$ cat config.mk
export PLATFORM = sky130hd
export DESIGN_NAME = frag_tx_engine
export DESIGN_NICKNAME = d
export VERILOG_FILES = /design/src/rtl/frag_tx_pkg.sv /design/src/rtl/frag_tx_dp.sv /design/src/rtl/frag_tx_ctrl.sv /design/src/rtl/frag_tx_engine.sv
export SDC_FILE = /design/constraint.sdc
export NUM_CORES = 1
export LEC_CHECK = 0
export BUFFER_PORTS_ARGS = -buffer_cell sky130_fd_sc_hd__buf_2
export CAP_MARGIN = 25
export CORE_MARGIN = 2
export CORE_UTILIZATION = 45
export CTS_BUF_LIST = sky130_fd_sc_hd__clkbuf_4
export DETAILED_ROUTE_END_ITERATION = 10
export GPL_TIMING_DRIVEN = 0
export HOLD_SLACK_MARGIN = 0.05
export PLACE_DENSITY_LB_ADDON = 0.12
export SLEW_MARGIN = 10
export SYNTH_ARGS = -nofsm -noshare
export SYNTH_HDL_FRONTEND = slang
export SYNTH_HIERARCHICAL = 1
export SYNTH_SLANG_ARGS = --single-unit
$ cat constraint.sdc
create_clock -name clk -period 5.1 [get_ports clk]
set_clock_uncertainty 0.15 [all_clocks]
set_input_delay 1.02 -clock clk [delete_from_list [all_inputs] [get_ports clk]]
set_output_delay 1.02 -clock clk [all_outputs]
set_load 0.02 [all_outputs]
$ cat src/rtl/frag_tx_pkg.sv
package frag_tx_pkg;
  localparam int HDR_LEN_W   = 9;
  localparam int HDR_LEN_MAX = 511;
  localparam int SLOT_BYTES  = 4;

  typedef enum logic [3:0] {
    S_IDLE, S_CLR, S_RDY, S_SETUP, S_WHDR, S_HDR, S_WPAY, S_PAY, S_RING, S_CHK, S_END
  } txState_t;

  typedef struct packed {
    logic loadMsg;
    logic rewind;
    logic setupFrag;
    logic emitHdr;
    logic payStep;
    logic commitFrag;
  } txStb_t;
endpackage

$ cat src/rtl/frag_tx_dp.sv
module frag_tx_dp
  import frag_tx_pkg::*;
#(
  parameter int LEN_W   = 16,
  parameter int DEPTH_W = 8
) (
  input  logic               clk,
  input  logic               rstN,
  input  txStb_t             stb,
  input  logic [LEN_W-1:0]   msgLen,
  input  logic [7:0]         srcAddr,
  input  logic [7:0]         dstAddr,
  input  logic [DEPTH_W-1:0] cbDepth,
  input  logic [7:0]         rdData,
  output logic [LEN_W-1:0]   rdAddr,
  output logic [31:0]        wrData,
  output logic               wrSlot,
  output logic               fragLast,
  output logic               lastFrag,
  output logic               zeroPay,
  output logic [HDR_LEN_W-2:0] slotsNeed
);
  logic [LEN_W-1:0]     lenQ, offQ, remLen;
  logic [7:0]           srcQ, dstQ;
  logic [HDR_LEN_W-1:0] maxPayQ, fragLenQ, fragPosQ, maxPayN, fragLenN;
  logic [31:0]          bufQ, gathered, header;
  logic [1:0]           lane;
  logic                 slotEnd;

  always_comb begin
    int depthBytes, capBytes, remInt, maxInt;
    depthBytes = int'(cbDepth) * SLOT_BYTES;
    capBytes   = (depthBytes > HDR_LEN_MAX) ? HDR_LEN_MAX : depthBytes;
    maxPayN    = HDR_LEN_W'((capBytes >= SLOT_BYTES) ? capBytes - SLOT_BYTES : 0);
    remInt     = int'(remLen);
    maxInt     = int'(maxPayQ);
    fragLenN   = HDR_LEN_W'((remInt < maxInt) ? remInt : maxInt);
  end

  assign remLen    = lenQ - offQ;
  assign lastFrag  = int'(fragLenQ) == int'(remLen);
  assign zeroPay   = (maxPayQ == '0);
  assign slotsNeed = (HDR_LEN_W-1)'((int'(fragLenQ) + SLOT_BYTES - 1) / SLOT_BYTES);
  assign lane      = fragPosQ[1:0];
  assign fragLast  = (fragPosQ == fragLenQ - HDR_LEN_W'(1));
  assign slotEnd   = (lane == 2'd3) || fragLast;
  assign rdAddr    = offQ + LEN_W'(fragPosQ);
  assign gathered  = bufQ | (32'(rdData) << {lane, 3'b000});
  assign header    = {lastFrag, 6'b0, fragLenQ, srcQ, dstQ};
  assign wrData    = stb.emitHdr ? header : gathered;
  assign wrSlot    = stb.payStep && slotEnd;

  always_ff @(posedge clk) begin
    if (!rstN) begin
      lenQ <= '0; offQ <= '0; srcQ <= '0; dstQ <= '0;
      maxPayQ <= '0; fragLenQ <= '0; fragPosQ <= '0; bufQ <= '0;
    end else begin
      if (stb.loadMsg) begin
        lenQ <= msgLen; srcQ <= srcAddr; dstQ <= dstAddr;
      end
      if (stb.rewind) begin
        offQ    <= '0;
        maxPayQ <= maxPayN;
      end
      if (stb.setupFrag) begin
        fragLenQ <= fragLenN;
        fragPosQ <= '0;
        bufQ     <= '0;
      end
      if (stb.payStep) begin
        fragPosQ <= fragPosQ + HDR_LEN_W'(1);
        bufQ     <= slotEnd ? '0 : gathered;
      end
      if (stb.commitFrag) offQ <= offQ + LEN_W'(fragLenQ);
    end
  end
endmodule

$ cat src/rtl/frag_tx_ctrl.sv
module frag_tx_ctrl
  import frag_tx_pkg::*;
#(
  parameter int DEPTH_W     = 8,
  parameter int TIMEOUT_CYC = 256,
  parameter int POLL_GAP    = 4,
  parameter int MAX_TRIES   = 5
) (
  input  logic               clk,
  input  logic               rstN,
  input  logic               startPulse,
  input  logic               lenZero,
  input  logic               peerReady,
  input  logic [DEPTH_W-1:0] emptySlots,
  input  logic [HDR_LEN_W-2:0] slotsNeed,
  input  logic               fragLast,
  input  logic               lastFrag,
  input  logic               zeroPay,
  output txStb_t             stb,
  output logic               intGen,
  output logic               intClr,
  output logic               done,
  output logic               ok
);
  localparam int WAIT_W = $clog2(TIMEOUT_CYC + 1);
  localparam int POLL_W = $clog2(POLL_GAP + 1);
  localparam int TRY_W  = $clog2(MAX_TRIES + 1);

  txState_t          stateQ, stateN;
  logic [WAIT_W-1:0] waitQ;
  logic [POLL_W-1:0] pollQ;
  logic [TRY_W-1:0]  triesQ;
  logic inWait, condMet, pass, expire, failN, succ, restart;

  assign inWait = (stateQ == S_RDY) || (stateQ == S_WHDR) || (stateQ == S_WPAY);

  always_comb begin
    unique case (stateQ)
      S_RDY:   condMet = peerReady;
      S_WHDR:  condMet = (emptySlots != '0);
      S_WPAY:  condMet = int'(emptySlots) >= int'(slotsNeed);
      default: condMet = 1'b0;
    endcase
  end

  assign pass   = inWait && (pollQ == '0) && condMet;
  assign expire = inWait && !pass && (waitQ == WAIT_W'(TIMEOUT_CYC - 1));

  always_comb begin
    stateN = stateQ;
    stb    = '0;
    failN  = 1'b0;
    succ   = 1'b0;
    unique case (stateQ)
      S_IDLE: if (startPulse) begin
        stb.loadMsg = 1'b1;
        stateN = lenZero ? S_END : S_CLR;
      end
      S_CLR: stateN = S_RDY;
      S_RDY: begin
        if (pass) begin stb.rewind = 1'b1; stateN = S_SETUP; end
        else if (expire) failN = 1'b1;
      end
      S_SETUP: begin
        if (zeroPay) failN = 1'b1;
        else begin stb.setupFrag = 1'b1; stateN = S_WHDR; end
      end
      S_WHDR: begin
        if (pass) stateN = S_HDR;
        else if (expire) failN = 1'b1;
      end
      S_HDR: begin stb.emitHdr = 1'b1; stateN = S_WPAY; end
      S_WPAY: begin
        if (pass) stateN = S_PAY;
        else if (expire) failN = 1'b1;
      end
      S_PAY: begin
        stb.payStep = 1'b1;
        if (fragLast) stateN = S_RING;
      end
      S_RING: stateN = S_CHK;
      S_CHK: begin
        if (!peerReady) failN = 1'b1;
        else begin
          stb.commitFrag = 1'b1;
          if (lastFrag) begin succ = 1'b1; stateN = S_END; end
          else stateN = S_SETUP;
        end
      end
      S_END: stateN = S_IDLE;
      default: stateN = S_IDLE;
    endcase
    if (failN) stateN = (triesQ == TRY_W'(MAX_TRIES - 1)) ? S_END : S_RDY;
  end

  assign restart = (stateN != stateQ) || failN;
  assign intGen  = (stateQ == S_RING);
  assign intClr  = (stateQ == S_CLR);
  assign done    = (stateQ == S_END);

  always_ff @(posedge clk) begin
    if (!rstN) begin
      stateQ <= S_IDLE; waitQ <= '0; pollQ <= '0; triesQ <= '0; ok <= 1'b0;
    end else begin
      stateQ <= stateN;
      if (restart) begin
        waitQ <= '0;
        pollQ <= '0;
      end else if (inWait) begin
        waitQ <= waitQ + WAIT_W'(1);
        pollQ <= (pollQ == '0) ? POLL_W'(POLL_GAP - 1) : pollQ - POLL_W'(1);
      end
      if (stateQ == S_IDLE && startPulse) triesQ <= '0;
      else if (failN) triesQ <= triesQ + TRY_W'(1);
      if (stateN == S_END && stateQ != S_END) ok <= succ;
    end
  end
endmodule

$ cat src/rtl/frag_tx_engine.sv
module frag_tx_engine
  import frag_tx_pkg::*;
#(
  parameter int LEN_W       = 16,
  parameter int DEPTH_W     = 8,
  parameter int TIMEOUT_CYC = 256,
  parameter int POLL_GAP    = 4,
  parameter int MAX_TRIES   = 5
) (
  input  logic               clk,
  input  logic               rstN,
  input  logic               startPulse,
  input  logic [LEN_W-1:0]   msgLen,
  input  logic [7:0]         srcAddr,
  input  logic [7:0]         dstAddr,
  output logic [LEN_W-1:0]   rdAddr,
  input  logic [7:0]         rdData,
  input  logic               peerReady,
  input  logic [DEPTH_W-1:0] cbDepth,
  input  logic [DEPTH_W-1:0] emptySlots,
  output logic               wrValid,
  output logic [31:0]        wrData,
  output logic               intGen,
  output logic               intClr,
  output logic               done,
  output logic               ok
);
  txStb_t ctrlStb;
  logic wrSlot, fragLast, lastFrag, zeroPay;
  logic [HDR_LEN_W-2:0] slotsNeed;

  frag_tx_ctrl #(
    .DEPTH_W(DEPTH_W), .TIMEOUT_CYC(TIMEOUT_CYC), .POLL_GAP(POLL_GAP), .MAX_TRIES(MAX_TRIES)
  ) u_ctrl (
    .clk(clk), .rstN(rstN), .startPulse(startPulse), .lenZero(msgLen == '0),
    .peerReady(peerReady), .emptySlots(emptySlots), .slotsNeed(slotsNeed),
    .fragLast(fragLast), .lastFrag(lastFrag), .zeroPay(zeroPay), .stb(ctrlStb),
    .intGen(intGen), .intClr(intClr), .done(done), .ok(ok)
  );

  frag_tx_dp #(.LEN_W(LEN_W), .DEPTH_W(DEPTH_W)) u_dp (
    .clk(clk), .rstN(rstN), .stb(ctrlStb), .msgLen(msgLen), .srcAddr(srcAddr),
    .dstAddr(dstAddr), .cbDepth(cbDepth), .rdData(rdData), .rdAddr(rdAddr),
    .wrData(wrData), .wrSlot(wrSlot), .fragLast(fragLast), .lastFrag(lastFrag),
    .zeroPay(zeroPay), .slotsNeed(slotsNeed)
  );

  assign wrValid = ctrlStb.emitHdr | wrSlot;
endmodule

Word-level counts from Yosys, hierarchy flattened:

Index checks and enable logic that the tools add are counted.

* add/subtract/negate cells: 12
* order comparisons: 4
* equal/unequal tests: 18
* shift operators: 1
* mux-type cells: 43
* bitwise gates (word level): 4
* reduce and logical (&&, ||, !) cells: 23

Operators by type and width (count)
* $mux W32: 4
* $mux W4: 11
* $pmux W4 S10: 1
* $mux W9: 4
* $add A16 B9 Y16: 2
* $mux W16: 2
* $or A32 B32 Y32: 1
* $shl A8 B5 Y32: 1
* $add A9 B1 Y9 const B: 2
* $mux W1: 17
* $eq A10 B16 Y1: 1
* $eq A4 B3 Y1 const B: 4
* $eq A4 B4 Y1 const B: 4
* $logic_not A16 Y1: 1
* $lt A16 B9 Y1: 1
* $sub A16 B16 Y16: 1
* $sub A10 B1 Y11 const B: 1
* $add A9 B3 Y10 const B: 1
* $ge A10 B3 Y1 const B: 1
* $gt A10 B9 Y1 const B: 1
* $mux W10: 1
* $eq A9 B8 Y1 const B: 1
* $eq A9 B9 Y1: 1
* $logic_not A9 Y1: 1
* other kinds (26): 40

* bits in registers: 127
* bits of input ports: 60
* output and inout port bits: 53
* word-level logic and storage cells: 118

Longest topological paths before layout:

* depth after elaboration: 18
* gate-level depth with buffers: 18
* mapped depth without buffers: 17

Modules after synthesis:

Netlist, hierarchy kept.

By module, submodules not included
* frag_tx_dp: times used 1, cells an instance 876, area an instance 7079.3 µm², sequential area each 2122.0 µm²
* frag_tx_ctrl: times used 1, cells an instance 186, area an instance 1456.4 µm², sequential area each 400.4 µm²
* frag_tx_engine: times used 1, cells an instance 6, area an instance 40.0 µm², sequential area each 0.0 µm²

Least setup slack after synthesis:

Ideal clock, no wire load.

* path kind: flip-flop to flip-flop
* start point: register u_dp.offQ[1]
* end point: register u_ctrl.pollQ[0]
* setup time: 0.079 ns
* arrival: 4.288 ns
* required time: 4.871 ns
* slack: 0.583 ns
* cell stages (with the launch flop): 17
* buffers on the path: 2
* period minus slack after synthesis: 4.517 ns
* path through: dfxtp_1 inv_1 ha_1 nor2b_1 o2111ai_1 a21oi_1 a211oi_1 mux2_1 or4_4 buf_6 nor4_2 nor3_1 a211o_1 or3_1 a2111o_1 buf_6 a211oi_2

* longest elaborated chain between the ends: 9

RTL lines
* start: declaration: RTL line frag_tx_dp.sv:23 `logic [LEN_W-1:0] lenQ, offQ, remLen;`
* start signal: assignment: RTL line frag_tx_dp.sv:74 `if (stb.commitFrag) offQ <= offQ + LEN_W'(fragLenQ);`
* $sub A16 B16 Y16: RTL line frag_tx_dp.sv:40 `assign remLen = lenQ - offQ;`
* $eq A10 B16 Y1: RTL line frag_tx_dp.sv:41 `assign lastFrag = int'(fragLenQ) == int'(remLen);`
* via lastFrag: RTL line frag_tx_engine.sv:29 `logic wrSlot, fragLast, lastFrag, zeroPay;`
* $mux W4: RTL line frag_tx_ctrl.sv:86 `if (lastFrag) begin succ = 1'b1; stateN = S_END; end`
* $mux W4: RTL line frag_tx_ctrl.sv:83 `if (!peerReady) failN = 1'b1;`
* $pmux W4 S10: RTL line frag_tx_ctrl.sv:54 `unique case (stateQ)`
* $mux W4: RTL line frag_tx_ctrl.sv:93 `if (failN) stateN = (triesQ == TRY_W'(MAX_TRIES - 1)) ? S_END : S_RDY;`
* $ne A4 B4 Y1: RTL line frag_tx_ctrl.sv:96 `assign restart = (stateN != stateQ) || failN;`
* $logic_or A1 B1 Y1: RTL line frag_tx_ctrl.sv:96
* $reduce_or A2 Y1 (no source line)
* end signal: assignment: RTL line frag_tx_ctrl.sv:111 `pollQ <= (pollQ == '0) ? POLL_W'(POLL_GAP - 1) : pollQ - POLL_W'(1);`
* end: declaration: RTL line frag_tx_ctrl.sv:31 `logic [POLL_W-1:0] pollQ;`

The timed path passes the listed nets, and every way through them passes these cells.
A chain may end at the register's enable or synchronous reset.

Worst setup path in the final report:

* start point: register u_dp.offQ[1]
* end point: output port wrData[31]

* longest elaborated chain between the ends: 3

RTL lines
* $sub A16 B16 Y16: RTL line frag_tx_dp.sv:40
* $eq A10 B16 Y1: RTL line frag_tx_dp.sv:41
* via lastFrag: RTL line frag_tx_engine.sv:29
* $mux W32: RTL line frag_tx_dp.sv:50 `assign wrData = stb.emitHdr ? header : gathered;`
* end: declaration: RTL line frag_tx_engine.sv:22 `output logic [31:0] wrData,`

The timed path passes the listed nets, and every way through them passes these cells.

==> run metrics <==
vias in the first global route=7489; Horiz. Die Dim=142 um; Synthesis Warnings=6; Fin Hold WS=0.346 ns; RePlAce Congestion=0.895; TritonCTS clock tree=done; startpoint types=flop; Mapped Nets=1189; Hold Path Class=reg -> reg; Setup CP Type=reg -> out; Synth cell types=79; Worst R2R Setup Slack=0.31 ns; Row Count=50; PwrDens=243 mW/mm^2; power after layout=2.41 mW; grt ovf=0; Net Switching=891 uW; Longest Clk Path Bufs=2; All-Layer GR Usage=0.239; fin. max-slew vios=0; Area growth syn-to-layout=15.5%; hold_sp=u_dp/bufQ[29]$_SDFFE_PN0P_; Worst Path Arrival=3.80 ns; CP Max Fanout=5; routed vias/inst=5.59; Final min period=4.97 ns; Initial Util=0.458; boundary pin count=113; top_reg_cell synth=dfxtp_1; Iter 0 DRT Violations=532; sequential share of power=0.431; I/O Buffers=103; Routed WL per cell=16.7 um; via count=8093; Least-Margin Pin Slew=0.815 ns; Total Wirelength=24.2 mm; highest clock rate=201 MHz; TritonCTS buffer count=17; initial antenna violation count=1; Max VDD drop=0.160 mV; H-tree level count=4; Setup violations, final=0; Hold Vio Cnt, Final=0; first-pass GRT wire length=38.4 mm; Root Driver=clkbuf_4; largest net degree at the start of global routing=17; FF-to-FF path depth=17; P_int=1.52 mW; accumulated negative setup slack=0 ns; status=complete, no violations; Logic pwr share=0.270; clock share of power=0.299; fraction of the yosys area taken by sequential cells=0.294; die area=0.0202 mm^2; # fillers=1835; Reg clk slew, reported paths=0.14 ns; synthesized area=0.00858 mm^2; Worst Setup SP=u_dp/offQ[1]$_SDFFE_PN0P_; final setup margin=0.134 ns; data required time at the worst endpoint=3.93 ns; fin nets=1320; Setup crit end kind=output port; Syn Inst Count=1068; Tcrit/Tclk final=0.974; DR DRC count=0; core footprint=0.0187 mm^2; leak pwr=4.14 nW; post-DP HPWL=18.2 mm; clock latency at the later pin of the worst-skew pair=0.55 ns; Setup WS pre-CTS=-0.207 ns; Post-synth EDFFs=0; DRT Pass-1 Iters=8; RR Startpoint=u_dp/offQ[1]$_SDFFE_PN0P_; share of layout cells above drive strength 1=0.195; Die Y=142 um; Syn Area/Cell=8.03 um^2; Sink Count=126; RR Endpoint=u_ctrl/pollQ[0]$_SDFFE_PP0P_; asr flop ratio synth=0; maxcap violations=0; Yosys reg bits=126; antenna viol nets, final=0; worst rel slew slack=0.452; Switching Share=0.370; CP endpoint=wrData[31]
[routing by layer]
layer  vias to the layer above  wire length (um)  global-route usage
met4                         0               302              0.0668
met5                         -                 0                   0
met3                        19              1390              0.0404
li1                       4089                 -                   -
met1                      3735             11900               0.344
met2                       250             10700               0.367
[cells by family (layout without fill, tap and decap cells)]
| group | count (synthesis) | in the layout | synth area share |
|---|---|---|---|
| buffers and inverters | 135 | 279 | 0.0667 |
| xor gates and xnor gates | 70 | 70 | 0.0740 |
| adders and majority gates | 61 | 61 | 0.0916 |
| and+or+nand+nor | 347 | 347 | 0.200 |
| DFF | 126 | 126 | 0.294 |
| AOI/OAI and AO/OA | 291 | 291 | 0.229 |
| muxes | 38 | 38 | 0.0445 |
| other | 0 | 1 | 0 |
[cell usage after synthesis, types with 3 or more instances]
cell	n	area, um^2
dfxtp_1	126	2520
or2_2	8	50.1
xor2_1	22	193
o21bai_1	5	37.5
o31ai_1	3	22.5
and3_1	11	68.8
nand4_1	14	87.6
nand3_1	26	130
or3_1	7	43.8
o211ai_1	14	105
buf_6	4	45.0
nor3_1	20	100
inv_1	65	244
or4_1	3	22.5
o41ai_1	3	26.3
clkbuf_1	39	146
a211oi_1	11	82.6
buf_2	7	35.0
buf_4	4	30.0
ha_1	58	726
a21oi_1	78	390
o2111ai_1	4	35.0
nand2_1	72	270
o21ai_0	60	300
mux2i_1	37	370
a21o_1	11	82.6
nor2b_1	12	75.1
buf_1	5	18.8
nor2_1	122	458
o21a_1	9	67.6
and4_1	4	35.0
nand2b_1	10	62.6
xnor2_1	46	403
nand3b_1	4	30.0
nor4_1	10	62.6
a31oi_1	13	81.3
a22o_1	33	289
fa_1	3	60.1
a21boi_0	3	22.5
clkbuf_2	9	45.0
and2_1	10	62.6
a211o_1	9	78.8
a2111oi_0	6	52.6
[registers in the layout (all words and copies together) (netlist names)]
register / cells
u_ctrl/triesQ: 3
u_dp/offQ: 16
u_dp/srcQ: 8
u_dp/fragPosQ: 9
u_dp/lenQ: 16
u_dp/fragLenQ: 9
u_ctrl/waitQ: 9
u_ctrl/stateQ: 4
u_dp/dstQ: 8
u_dp/bufQ: 32
u_dp/maxPayQ: 8
u_ctrl/pollQ: 3
u_ctrl/ok: 1
[worst min-delay path by stage]
stage	to	slack (ns)	cells after the start
after floorplan	u_dp/bufQ[24]$_SDFFE_PN0P_	0.29	1
after global placement	u_dp/bufQ[31]$_SDFFE_PN0P_	0.31	1
after detailed placement	u_dp/bufQ[31]$_SDFFE_PN0P_	0.31	1
after CTS	u_dp/bufQ[31]$_SDFFE_PN0P_	0.35	1
after global routing	u_dp/bufQ[24]$_SDFFE_PN0P_	0.36	1
final	u_dp/bufQ[29]$_SDFFE_PN0P_	0.35	1
[repair_timing]
item | in CTS | in global routing
pin swaps | 14 | 10
buffers inserted | 9 | 7
resized for setup | 30 | 14
hold buffers | 0 | 0
endpoints found under the setup margin | 13 | 4
[layout make-up]
cell class | count | area [um^2] | area share
inverters | 67 | 251 | 0.0254
diodes | 1 | 2.50 | 0.000253
plain buffers | 60 | 284 | 0.0287
clock buffers | 17 | 128 | 0.0129
repair buffers | 120 | 651 | 0.0657
clock inverters | 15 | 168 | 0.0169
multi-input cells | 807 | 5580 | 0.563
well taps | 234 | 293 | 0.0296
flip-flops and latches | 126 | 2550 | 0.257
[through the flow]
step	utilization	instance area, um^2	instances
4_1_cts	0.524	9810	1439
6_report	0.530	9910	1447
5_1_grt	0.530	9910	1447
3_3_place_gp	0.502	9380	1405
2_1_floorplan	-	8580	1068
3_5_place_dp	0.502	9390	1405
[worst max-delay path: stages, from the launching register on]
cell,delay (ns)
dfxtp_4,0.39
inv_2,0.13
ha_1,0.24
nor2b_1,0.15
o2111ai_2,0.35
a21oi_2,0.12
a211oi_2,0.23
mux2_2,0.37
or4_4,0.58
nor4_4,0.38
a21o_1,0.19
buf_6,0.12
[placed cells by master, fill, tap and decap left out, types with 8 or more instances in the layout]
cell type,n
nor2b_1,12
a211oi_1,10
dfxtp_2,10
a211o_1,9
ha_1,54
clkbuf_4,17
o21a_1,9
mux2i_1,37
o21ai_0,60
nand2_1,72
clkbuf_1,31
nand3_1,26
xnor2_1,45
nor4_1,9
a22o_1,33
nand2b_1,10
inv_1,63
clkbuf_2,11
nand4_1,14
dfxtp_1,112
or2_2,8
xor2_1,22
nor3_1,20
o211ai_1,14
nor2_1,122
a21oi_1,73
buf_4,19
and2_1,10
a31oi_1,13
buf_2,109
a21o_1,11
and3_1,11
[power groups by stage]
stage	clock, mW	sequential (mW)	combinational [mW]
global route	0.781	1.04	0.715
global placement	0	1.06	0.571
CTS	0.741	1.04	0.613
finish	0.721	1.04	0.650
detailed placement	0	1.06	0.579
floorplan	0	1.05	0.439
Note: power is estimated with default switching activity, not from simulation.
